`config.mk`:
```
export PLATFORM = sky130hd
export DESIGN_NAME = rx_addr_filter
export DESIGN_NICKNAME = d
export VERILOG_FILES = /design/src/rtl/rxf_pkg.sv /design/src/rtl/rxf_crc_byte.sv /design/src/rtl/rxf_hash_pick.sv /design/src/rtl/rx_addr_filter.sv
export SDC_FILE = /design/constraint.sdc
export NUM_CORES = 1
export LEC_CHECK = 0
export CAP_MARGIN = 0
export CORE_MARGIN = 3
export CORE_UTILIZATION = 53
export CTS_BUF_LIST = sky130_fd_sc_hd__clkbuf_8
export CTS_CLUSTER_DIAMETER = 30
export DETAILED_ROUTE_END_ITERATION = 8
export PLACE_DENSITY = 0.9
export RECOVER_POWER = 25
export REMOVE_ABC_BUFFERS = 1
export SLEW_MARGIN = 20
export SYNTH_ARGS = -nofsm -noshare
export SYNTH_HDL_FRONTEND = slang
export SYNTH_SLANG_ARGS = --single-unit
```
`constraint.sdc`:
```
create_clock -name clk -period 7 [get_ports clk]
set_input_delay 0.7 -clock clk [delete_from_list [all_inputs] [get_ports clk]]
set_output_delay 0.7 -clock clk [all_outputs]
set_load 0.01 [all_outputs]
```
`src/rtl/rxf_pkg.sv`:
```
package rxf_pkg;
    localparam int ADDR_BYTES = 6;
    localparam int BYTE_W     = 8;
    localparam int CRC_W      = 32;
    localparam int HASH_BITS  = 64;
    localparam int HASH_IDX_W = $clog2(HASH_BITS);
    localparam int CNT_W      = $clog2(ADDR_BYTES);
    localparam logic [CRC_W-1:0] CRC_POLY_REFL = 32'hEDB88320;

    typedef enum logic [1:0] {
        ST_IDLE = 2'd0,
        ST_ADDR = 2'd1,
        ST_DONE = 2'd2
    } rxf_state_e;

    typedef struct packed {
        logic promisc;
        logic ind_hash;
        logic no_bcast;
    } rxf_mode_t;
endpackage

```
`src/rtl/rxf_crc_byte.sv`:
```
module rxf_crc_byte #(
    parameter int          W    = rxf_pkg::CRC_W,
    parameter int          DW   = rxf_pkg::BYTE_W,
    parameter logic [31:0] POLY = rxf_pkg::CRC_POLY_REFL
) (
    input  logic [W-1:0]  crc_in,
    input  logic [DW-1:0] data,
    output logic [W-1:0]  crc_out
);
    logic [W-1:0] chain [0:DW];

    assign chain[0] = crc_in;

    generate
        for (genvar i = 0; i < DW; i++) begin : g_bit
            assign chain[i+1] = (chain[i] >> 1) ^
                                (((chain[i][0] ^ data[i]) == 1'b1) ? POLY[W-1:0] : '0);
        end
    endgenerate

    assign crc_out = chain[DW];
endmodule

```
`src/rtl/rxf_hash_pick.sv`:
```
module rxf_hash_pick #(
    parameter int BITS = rxf_pkg::HASH_BITS,
    localparam int IDX_W = $clog2(BITS)
) (
    input  logic [IDX_W-1:0] crc_top,
    input  logic [BITS-1:0]  table_bits,
    output logic             hit
);
    logic [IDX_W-1:0] idx;

    assign idx = ~crc_top;
    assign hit = table_bits[idx];
endmodule

```
`src/rtl/rx_addr_filter.sv`:
```
module rx_addr_filter (
    input  logic        clk,
    input  logic        rst_n,
    input  logic        in_valid,
    input  logic        in_sof,
    input  logic        in_eof,
    input  logic [7:0]  in_byte,
    input  logic [15:0] station_hi,
    input  logic [31:0] station_lo,
    input  logic [31:0] hash_lo,
    input  logic [31:0] hash_hi,
    input  logic        mode_no_bcast,
    input  logic        mode_ind_hash,
    input  logic        mode_promisc,
    output logic        dec_valid,
    output logic        dec_accept,
    output logic        dec_miss
);
    import rxf_pkg::*;

    localparam int             LAST_I   = ADDR_BYTES - 1;
    localparam logic [CNT_W-1:0] LAST_POS = LAST_I[CNT_W-1:0];
    localparam int             ST_W     = ADDR_BYTES * BYTE_W;

    rxf_state_e       state_q, state_d;
    logic [CNT_W-1:0] cnt_q, cnt_d, pos;
    logic [CRC_W-1:0] crc_q, crc_d, crc_in, crc_next;
    logic             bc_q, bc_d, bc_next;
    logic             mm_q, mm_d, mm_next;
    logic             mc_q, mc_d, mc_eff;
    rxf_mode_t        mode_q, mode_d, mode_in, mode_eff;
    logic             take, start, hash_hit, addr_miss;
    logic [ST_W-1:0]  station;
    logic [BYTE_W-1:0] exp_byte;
    logic             dv_d, acc_d, miss_d;

    assign mode_in  = '{promisc: mode_promisc, ind_hash: mode_ind_hash, no_bcast: mode_no_bcast};
    assign start    = in_valid && in_sof;
    assign take     = start || (in_valid && state_q == ST_ADDR);
    assign pos      = in_sof ? '0 : cnt_q;
    assign mode_eff = in_sof ? mode_in : mode_q;
    assign station  = {station_hi, station_lo};

    always_comb begin
        exp_byte = '0;
        for (int k = 0; k < ADDR_BYTES; k++) begin
            if (pos == k[CNT_W-1:0]) exp_byte = station[(ADDR_BYTES-1-k)*BYTE_W +: BYTE_W];
        end
    end

    assign crc_in  = in_sof ? '1 : crc_q;
    assign bc_next = (in_sof ? 1'b1 : bc_q) & (in_byte == 8'hFF);
    assign mm_next = (in_sof ? 1'b0 : mm_q) | (in_byte != exp_byte);
    assign mc_eff  = (pos == '0) ? in_byte[0] : mc_q;

    rxf_crc_byte u_crc (
        .crc_in  (crc_in),
        .data    (in_byte),
        .crc_out (crc_next)
    );

    rxf_hash_pick #(.BITS(HASH_BITS)) u_hash (
        .crc_top    (crc_next[CRC_W-1 -: HASH_IDX_W]),
        .table_bits ({hash_hi, hash_lo}),
        .hit        (hash_hit)
    );

    always_comb begin
        if (bc_next)                         addr_miss = mode_eff.no_bcast;
        else if (mc_eff || mode_eff.ind_hash) addr_miss = !hash_hit;
        else                                 addr_miss = mm_next;
    end

    always_comb begin
        state_d = state_q;
        cnt_d   = cnt_q;
        crc_d   = crc_q;
        bc_d    = bc_q;
        mm_d    = mm_q;
        mc_d    = mc_q;
        mode_d  = start ? mode_in : mode_q;
        dv_d    = 1'b0;
        acc_d   = dec_accept;
        miss_d  = dec_miss;
        if (take) begin
            crc_d = crc_next;
            bc_d  = bc_next;
            mm_d  = mm_next;
            mc_d  = mc_eff;
            if (pos == LAST_POS) begin
                state_d = ST_DONE;
                dv_d    = 1'b1;
                miss_d  = addr_miss;
                acc_d   = !addr_miss || mode_eff.promisc;
            end else if (in_eof) begin
                state_d = ST_IDLE;
                dv_d    = 1'b1;
                miss_d  = 1'b1;
                acc_d   = mode_eff.promisc;
            end else begin
                state_d = ST_ADDR;
                cnt_d   = pos + 1'b1;
            end
        end else begin
            unique case (state_q)
                ST_IDLE: state_d = ST_IDLE;
                ST_ADDR: state_d = ST_ADDR;
                ST_DONE: if (in_valid && in_eof) state_d = ST_IDLE;
                default: state_d = ST_IDLE;
            endcase
        end
    end

    always_ff @(posedge clk or negedge rst_n) begin
        if (!rst_n) begin
            state_q <= ST_IDLE;
            cnt_q   <= '0;
            crc_q   <= '1;
            bc_q    <= 1'b0;
            mm_q    <= 1'b0;
            mc_q    <= 1'b0;
            mode_q  <= '0;
        end else begin
            state_q <= state_d;
            cnt_q   <= cnt_d;
            crc_q   <= crc_d;
            bc_q    <= bc_d;
            mm_q    <= mm_d;
            mc_q    <= mc_d;
            mode_q  <= mode_d;
        end
    end

    always_ff @(posedge clk or negedge rst_n) begin
        if (!rst_n) begin
            dec_valid  <= 1'b0;
            dec_accept <= 1'b0;
            dec_miss   <= 1'b0;
        end else begin
            dec_valid  <= dv_d;
            dec_accept <= acc_d;
            dec_miss   <= miss_d;
        end
    end


    sixth_byte_chk: assert property (@(posedge clk) disable iff (!rst_n)
        (take && pos == LAST_POS) |=> dec_valid);


    short_frame_chk: assert property (@(posedge clk) disable iff (!rst_n)
        (take && in_eof && pos < LAST_POS) |=> (dec_valid && dec_miss));


    reject_is_miss_chk: assert property (@(posedge clk) disable iff (!rst_n)
        (dec_valid && !dec_accept) |-> dec_miss);


    mode_hold_chk: assert property (@(posedge clk) disable iff (!rst_n)
        (state_q == ST_ADDR && !start) |=> $stable(mode_q));


    idle_no_decision_chk: assert property (@(posedge clk) disable iff (!rst_n)
        !in_valid |=> !dec_valid);
endmodule

```
# Word level (Yosys, flattened, before mapping)
# Cells that the tools add are included.
[word_totals] output_inout_bits=3 inputBits=128 reg_bits=46
[op_classes] n_reduce_logical=12 n_eq_ne=10 muxes=36 n_bitwise=21 magnitude_cmp=1 add_sub_neg=1
[op_table] cell="2-to-1 mux 32 bit" n=9
[op_table] cell="bitwise XOR 31 x 32 -> 32 bit" n=8
[op_table] cell="2-to-1 mux 8 bit" n=6
[op_table] cell="2-to-1 mux 1 bit" n=14
[op_table] cell="== test 8 bit, second input constant" n=1
[op_table] cell="inequality test 8 bit" n=1
[op_table] cell="bitwise XOR 1 bit" n=8
[op_table] cell="less-than comparator 6 x 7 -> 1 bit, second input constant" n=1
[op_table] cell="binary-select mux 1 bit (select 6 bit)" n=1
[op_table] cell="== test 3 x 2 -> 1 bit, second input constant" n=2
[op_table] cell="== test 3 bit, second input constant" n=2
[op_table] cell="2-to-1 mux 2 bit" n=3
[op_table] cell="2-to-1 mux 3 bit" n=2
[op_table] cell="NOT 6 bit" n=1
[op_table] cell="one-hot mux 2 bit (2 select lines)" n=1
[op_table] cell="adder 3 x 1 -> 3 bit, second input constant" n=1
[op_table] cell="== test 3 x 1 -> 1 bit, second input constant" n=1
[op_table] cell="logical AND 1 bit" n=3
[op_table] cell="logical NOT 3 bit" n=1
[op_table] cell="logical OR 1 bit" n=3
[op_table] cell="inequality test 3 bit, second input constant" n=1
[op_table] cell="AND reduction 3 bit" n=1
[op_table] cell="== test 2 x 1 -> 1 bit, second input constant" n=1
[op_table] cell="== test 2 bit, second input constant" n=1
[op_table] cell="other kinds (6)" n=8

# Logic depth before layout (Yosys ltp)
[logic_depth] word_depth=34 ltp_mapped=18 depth_no_buf=13

# By module
# Synthesis repeated with hierarchy kept, for this count alone.
[hier_totals] cells_unflattened=419 hier_area_um2=4526.8
[modules_own_cells] mod="rx_addr_filter" seq_area_each_um2=1191.1 cells_each=291 n_inst=1 area_each_um2=2956.6
[modules_own_cells] mod="rxf_crc_byte" seq_area_each_um2=0.0 cells_each=66 n_inst=1 area_each_um2=969.7
[modules_own_cells] mod="rxf_hash_pick" seq_area_each_um2=0.0 cells_each=62 n_inst=1 area_each_um2=600.6

# Worst setup path before layout
# OpenSTA, ideal clock, no wires.
[synth_timing] kind="input port to flip-flop" from="input in_sof" to="register mm_q" setup_slack_ns=2.841 cell_stages=15 arrival_time_ns=4.029 setup_time_ns=0.129 cell_sequence="buf_4 -> clkbuf_1 -> clkbuf_1 -> clkbuf_1 -> nand2b_1 -> ha_1 -> clkbuf_1 -> clkbuf_1 -> a21oi_1 -> a2111oi_0 -> a2bb2oi_1 -> xnor2_1 -> o211ai_1 -> or2_2 -> o41a_1"
[synth_between] elab_chain_cells=10 elab_cells_between_ends=18
[synth_lines] element="start, declared" line_no="rx_addr_filter.sv:5" source="input logic in_sof,"
[synth_lines] element="2-to-1 mux 3 bit" line_no="rx_addr_filter.sv:40" source="assign pos = in_sof ? '0 : cnt_q;"
[synth_lines] element="logical NOT 3 bit" line_no="rx_addr_filter.sv:47" source="if (pos == k[CNT_W-1:0]) exp_byte = station[(ADDR_BYTES-1-k)*BYTE_W +: BYTE_W];"
[synth_lines] element="2-to-1 mux 8 bit (6 in a row)" line_no="rx_addr_filter.sv:47"
[synth_lines] element="inequality test 8 bit" line_no="rx_addr_filter.sv:53" source="assign mm_next = (in_sof ? 1'b0 : mm_q) | (in_byte != exp_byte);"
[synth_lines] element="OR 1 bit" line_no="rx_addr_filter.sv:53"
[synth_lines] element="end signal, assigned" line_no="rx_addr_filter.sv:128" source="mm_q <= mm_d;"
[synth_lines] element="end, declared" line_no="rx_addr_filter.sv:29" source="logic mm_q, mm_d, mm_next;"
# Several ways; a longest one is shown, not always the timed one.
# A chain may end at the register's enable or synchronous reset.

# Final worst setup path
[layout_timing] from="input in_sof" to="register dec_accept"
[layout_between] elab_chain_cells=22 elab_cells_between_ends=60
[layout_lines] element="2-to-1 mux 32 bit" line_no="rx_addr_filter.sv:51" source="assign crc_in = in_sof ? '1 : crc_q;"
[layout_lines] element="bitwise XOR 1 bit / bitwise XOR 31 x 32 -> 32 bit (equally long branches)" line_no="rxf_crc_byte.sv:17, rxf_crc_byte.sv:16"
[layout_lines] element="2-to-1 mux 32 bit / bitwise XOR 1 bit (equally long branches)" line_no="rxf_crc_byte.sv:17" source="(((chain[i][0] ^ data[i]) == 1'b1) ? POLY[W-1:0] : '0);"
[layout_lines] element="bitwise XOR 31 x 32 -> 32 bit / 2-to-1 mux 32 bit (equally long branches)" line_no="rxf_crc_byte.sv:16, rxf_crc_byte.sv:17"
[layout_lines] element="bitwise XOR 31 x 32 -> 32 bit (5 in a row)" line_no="rxf_crc_byte.sv:16" source="assign chain[i+1] = (chain[i] >> 1) ^"
[layout_lines] element="bitwise XOR 1 bit / bitwise XOR 31 x 32 -> 32 bit (equally long branches)" line_no="rxf_crc_byte.sv:17, rxf_crc_byte.sv:16"
[layout_lines] element="2-to-1 mux 32 bit / bitwise XOR 1 bit (equally long branches)" line_no="rxf_crc_byte.sv:17"
[layout_lines] element="bitwise XOR 31 x 32 -> 32 bit / 2-to-1 mux 32 bit (equally long branches)" line_no="rxf_crc_byte.sv:16, rxf_crc_byte.sv:17"
[layout_lines] element="[2 not listed]"
[layout_lines] element="binary-select mux 1 bit (select 6 bit)" line_no="rxf_hash_pick.sv:12" source="assign hit = table_bits[idx];"
[layout_lines] element="2-to-1 mux 1 bit (implied by the code)" line_no="rxf_hash_pick.sv:12"
[layout_lines] element="logical NOT 1 bit" line_no="rx_addr_filter.sv:70" source="else if (mc_eff || mode_eff.ind_hash) addr_miss = !hash_hit;"
[layout_lines] element="2-to-1 mux 1 bit" line_no="rx_addr_filter.sv:70"
[layout_lines] element="2-to-1 mux 1 bit" line_no="rx_addr_filter.sv:69" source="if (bc_next) addr_miss = mode_eff.no_bcast;"
[layout_lines] element="logical NOT 1 bit" line_no="rx_addr_filter.sv:94" source="acc_d = !addr_miss || mode_eff.promisc;"
[layout_lines] element="logical OR 1 bit" line_no="rx_addr_filter.sv:94"
[layout_lines] element="2-to-1 mux 1 bit" line_no="rx_addr_filter.sv:90" source="if (pos == LAST_POS) begin"
[layout_lines] element="end signal, assigned" line_no="rx_addr_filter.sv:137" source="dec_accept <= 1'b0;"
[layout_lines] element="end signal, assigned" line_no="rx_addr_filter.sv:141" source="dec_accept <= acc_d;"
[layout_lines] element="end, declared" line_no="rx_addr_filter.sv:16" source="output logic dec_accept,"
# Several ways; a longest one is shown, not always the timed one. The select of a mux whose other input is x is not followed.

==> flow_summary.yaml <==
floorplan:
  die_w_um: 94.7
  die_y_um: 94.7
  die_area_um2: 8960
  core_area_um2: 7450
  start_util_pct: 55.9
  rows: 31
  pin_count: 131
global_routing:
  grt_pass1_wl_um: 18700
  track_usage_pct: 26.6
  gr-total-overflow: 0
  use_met3_pct: 4.62
  grt_max_degree: 69
  grt_use_met1_pct: 33.9
  grt-busiest-layer: "met2"
  grt_pass1_vias: 3967
  gr-usage-met2_pct: 46.9
  antenna_found_initial: 0
power_and_ir_drop:
  seq_power_share_pct: 21.8
  p_sw_share_pct: 41.9
  p_int_mw: 1.34
  p_leak_nw: 2.06
  pwr_density_cell_nw_per_um2: 417
  pwr-share-clk_pct: 7.3
  comb_power_share_pct: 70.9
  ir_worst_vdd_mv: 0.358
  switchingPower_mw: 0.968
sta:
  hold_viol: 0
  finalMaxSlewViolations: 47
  setup-violations-final: 0
  clock_skew_ns: 0.0141
  tns_ns: 0
  fmax_mhz: 224
  slew_headroom_pct: -59.3
  rsz0062_at_grt: "false"
  hold_ws_ns: 0.478
  worst_slew_pin_slew_ns: 2.39
  post-route-min-period_ns: 4.45
  period_share_pct: 63.6
drt:
  routedWlPerCell_um: 16.9
  viasPerCell: 5.75
  drt_wl_total_um: 11400
  drc: 0
  firstDrtPassIters: 5
  via_count: 3864
  drt_iter0_drc: 235
  antenna_left: 0
cells_and_area:
  final_area_um2: 5540
  drive_above_1_share_pct: 13.6
  utilization_pct: 74.4
  antennaDiodeCount: 0
  layout.nets: 705
  area_delta_synth_final_pct: 33.0
critical_path:
  r2r_end: "dec_accept"
  reg2reg_depth: 11
  critical-path-max-stage-delay_ns: 0.84
  crit_path_end_kind: "flip-flop"
  worstReg2RegStart: "cnt_q[2]"
  rrSetupSlack_ns: 3.04
  path_max_fanout: 48
  worstSetupPathType: "input port to flip-flop"
  worstPathRequired_ns: 7.24
  crit_slowest_cell: "nor2b_1"
  critPathArrivalTime_ns: 4.69
  startpoint_type: "input port"
  path_cells: "buf_2, nor2b_1, clkinv_1, ha_1, a2111oi_0, a2bb2oi_1, xnor2_1, o211ai_1, nor4b_1, o21ai_0, and2_1, o21ai_1"
clocking:
  post_cts_buffers: 0
  post_cts_resized: 0
  cts_sinks: 46
  clk_pin_slew_worst_paths_ns: 0.09
  cts-root-buf: "clkbuf_8"
  htreeDepth: 2
  worstSkewPairLatency_ns: 0.31
  numCtsBuffers: 5
  cts_tree: "done"
  cts_buffer_depth: 2
  hold_buffers: 0
place:
  placed_area_um2: 5460
  io_buffers: 130
  gp_congestion: 0.833
  hpwlAfterDp_um: 8890
worst_hold_path:
  worstHoldStart: "crc_q[18]"
  min_path_cells: 2
  holdCritPathClass: "flip-flop to flip-flop"
  min_to: "crc_q[18]"
synthesis:
  synth-seq-cells: 46
  synth_edf_count: 0
  synth_area_um2: 4170
  seq_area_frac_synth_pct: 28.6
  synth_warnings: 0
  async_flop_share_pct: 100
  synthFlopType: "dfstp_2"
  synthCells: 462
  yosysUniqueCellTypes: 68
  syn_avg_cell_area_um2: 9.02
run_status:
  violations: "max-capacitance violations, max-slew violations"
  outcome: "complete, but fails checks"
job:
  drv_cap: 1
[layout make-up]
cell class	instances	area, µm²
Timing Repair Buffer	131	1300
Clock inverter	3	18.8
Sequential cell	46	1190
Inverter	6	22.5
Tap cell	99	124
Multi-Input combinational cell	382	2820
Clock buffer	5	68.8
Fill cell	540	1910
[cells by family after synthesis]
logic type	Yosys count	synth area share (%)
simple gates	167	19.9
fa+ha+maj	5	1.50
buf+inv	34	3.72
compound gates	93	14.3
flops	46	28.6
xor+xnor	85	20.7
mux	32	11.3
[cell usage after synthesis, drive strengths merged (3+ instances only)]
master	instances	share of area, %
a2111oi	3	0.63
a211oi	3	0.54
a21oi	11	1.3
a31oi	4	0.60
and2	5	0.75
buf	6	1.2
clkbuf	22	2.0
dfrtp	14	8.4
dfstp	32	20
ha	5	1.5
inv	5	0.45
mux2	10	2.7
mux2i	11	2.6
mux4	11	5.9
nand2	50	4.5
nand2b	9	1.4
nand3	11	1.3
nand3b	10	1.8
nand4	3	0.45
nor2	48	4.6
nor2b	10	1.5
nor3	3	0.36
nor3b	3	0.54
nor4	3	0.60
o21ai	45	5.4
o22ai	3	0.45
or3	4	0.60
xnor2	66	15
xnor3	3	1.7
xor2	16	4.2
[placed cells by master (no fill, tap or decap), types with 9 or more instances in the layout]
| cell | instances |
|---|---|
| dfstp_2 | 32 |
| nand2_1 | 50 |
| a21oi_1 | 11 |
| mux2i_1 | 11 |
| xnor2_1 | 62 |
| o21ai_0 | 44 |
| mux2_2 | 10 |
| nand3_1 | 11 |
| nor2_1 | 46 |
| nand2b_1 | 9 |
| nor2b_1 | 10 |
| clkdlybuf4s50_1 | 128 |
| dfrtp_1 | 14 |
| nand3b_1 | 10 |
| xor2_1 | 13 |
| mux4_2 | 11 |
[layer usage]
metal	share of wire [%]	wire length [µm]	vias up
met5	0	0	-
met4	1.2	139	0
met3	6.6	749	12
met2	52	5920	162
met1	40	4560	1846
li1	-	-	1844
[sequential cells by signal, indices dropped and copies added (netlist names)]
signal	cells
bc_q	1
cnt_q	3
crc_q	32
dec_accept	1
dec_miss	1
dec_valid	1
mc_q	1
mm_q	1
mode_q	3
state_q	2
[worst max path at each step]
stage	start	to	slack, ns	cells after the start
floorplan	in_sof	dec_miss	3.60	9
global placement	in_sof	dec_accept	2.57	12
detailed placement	in_sof	dec_accept	2.38	12
CTS	in_sof	dec_accept	2.67	12
global route	in_sof	dec_accept	2.12	12
finish	in_sof	dec_accept	2.55	12
[per-stage QoR]
| stage | std cells | power (mW) | worst slack (ns) |
|---|---|---|---|
| after CTS | 672 | 2.31 | 2.67 |
| after global placement | 664 | 2.09 | 2.57 |
| final | 672 | 2.31 | 2.55 |
| after global routing | 672 | 2.49 | 2.12 |
| after floorplan | 434 | 1.80 | 3.60 |
| after detailed placement | 664 | 2.14 | 2.38 |
[power by group through the flow]
stage / clock network (mW) / logic (mW) / registers, mW
final: 0.168 / 1.64 / 0.504
after global routing: 0.183 / 1.79 / 0.518
after CTS: 0.169 / 1.64 / 0.503
after detailed placement: 0 / 1.63 / 0.505
after global placement: 0 / 1.59 / 0.499
after floorplan: 0 / 1.31 / 0.488
[critical path: cells and delay by family]
kind                       cells  cell delay, ns
AOI/OAI and AO/OA              5            1.02
and+or+nand+nor                3            1.48
buffers and inverters          2            0.87
adders and majority gates      1            0.45
xor gates and xnor gates       1            0.15
No activity file was read; power rests on OpenSTA's default activity.
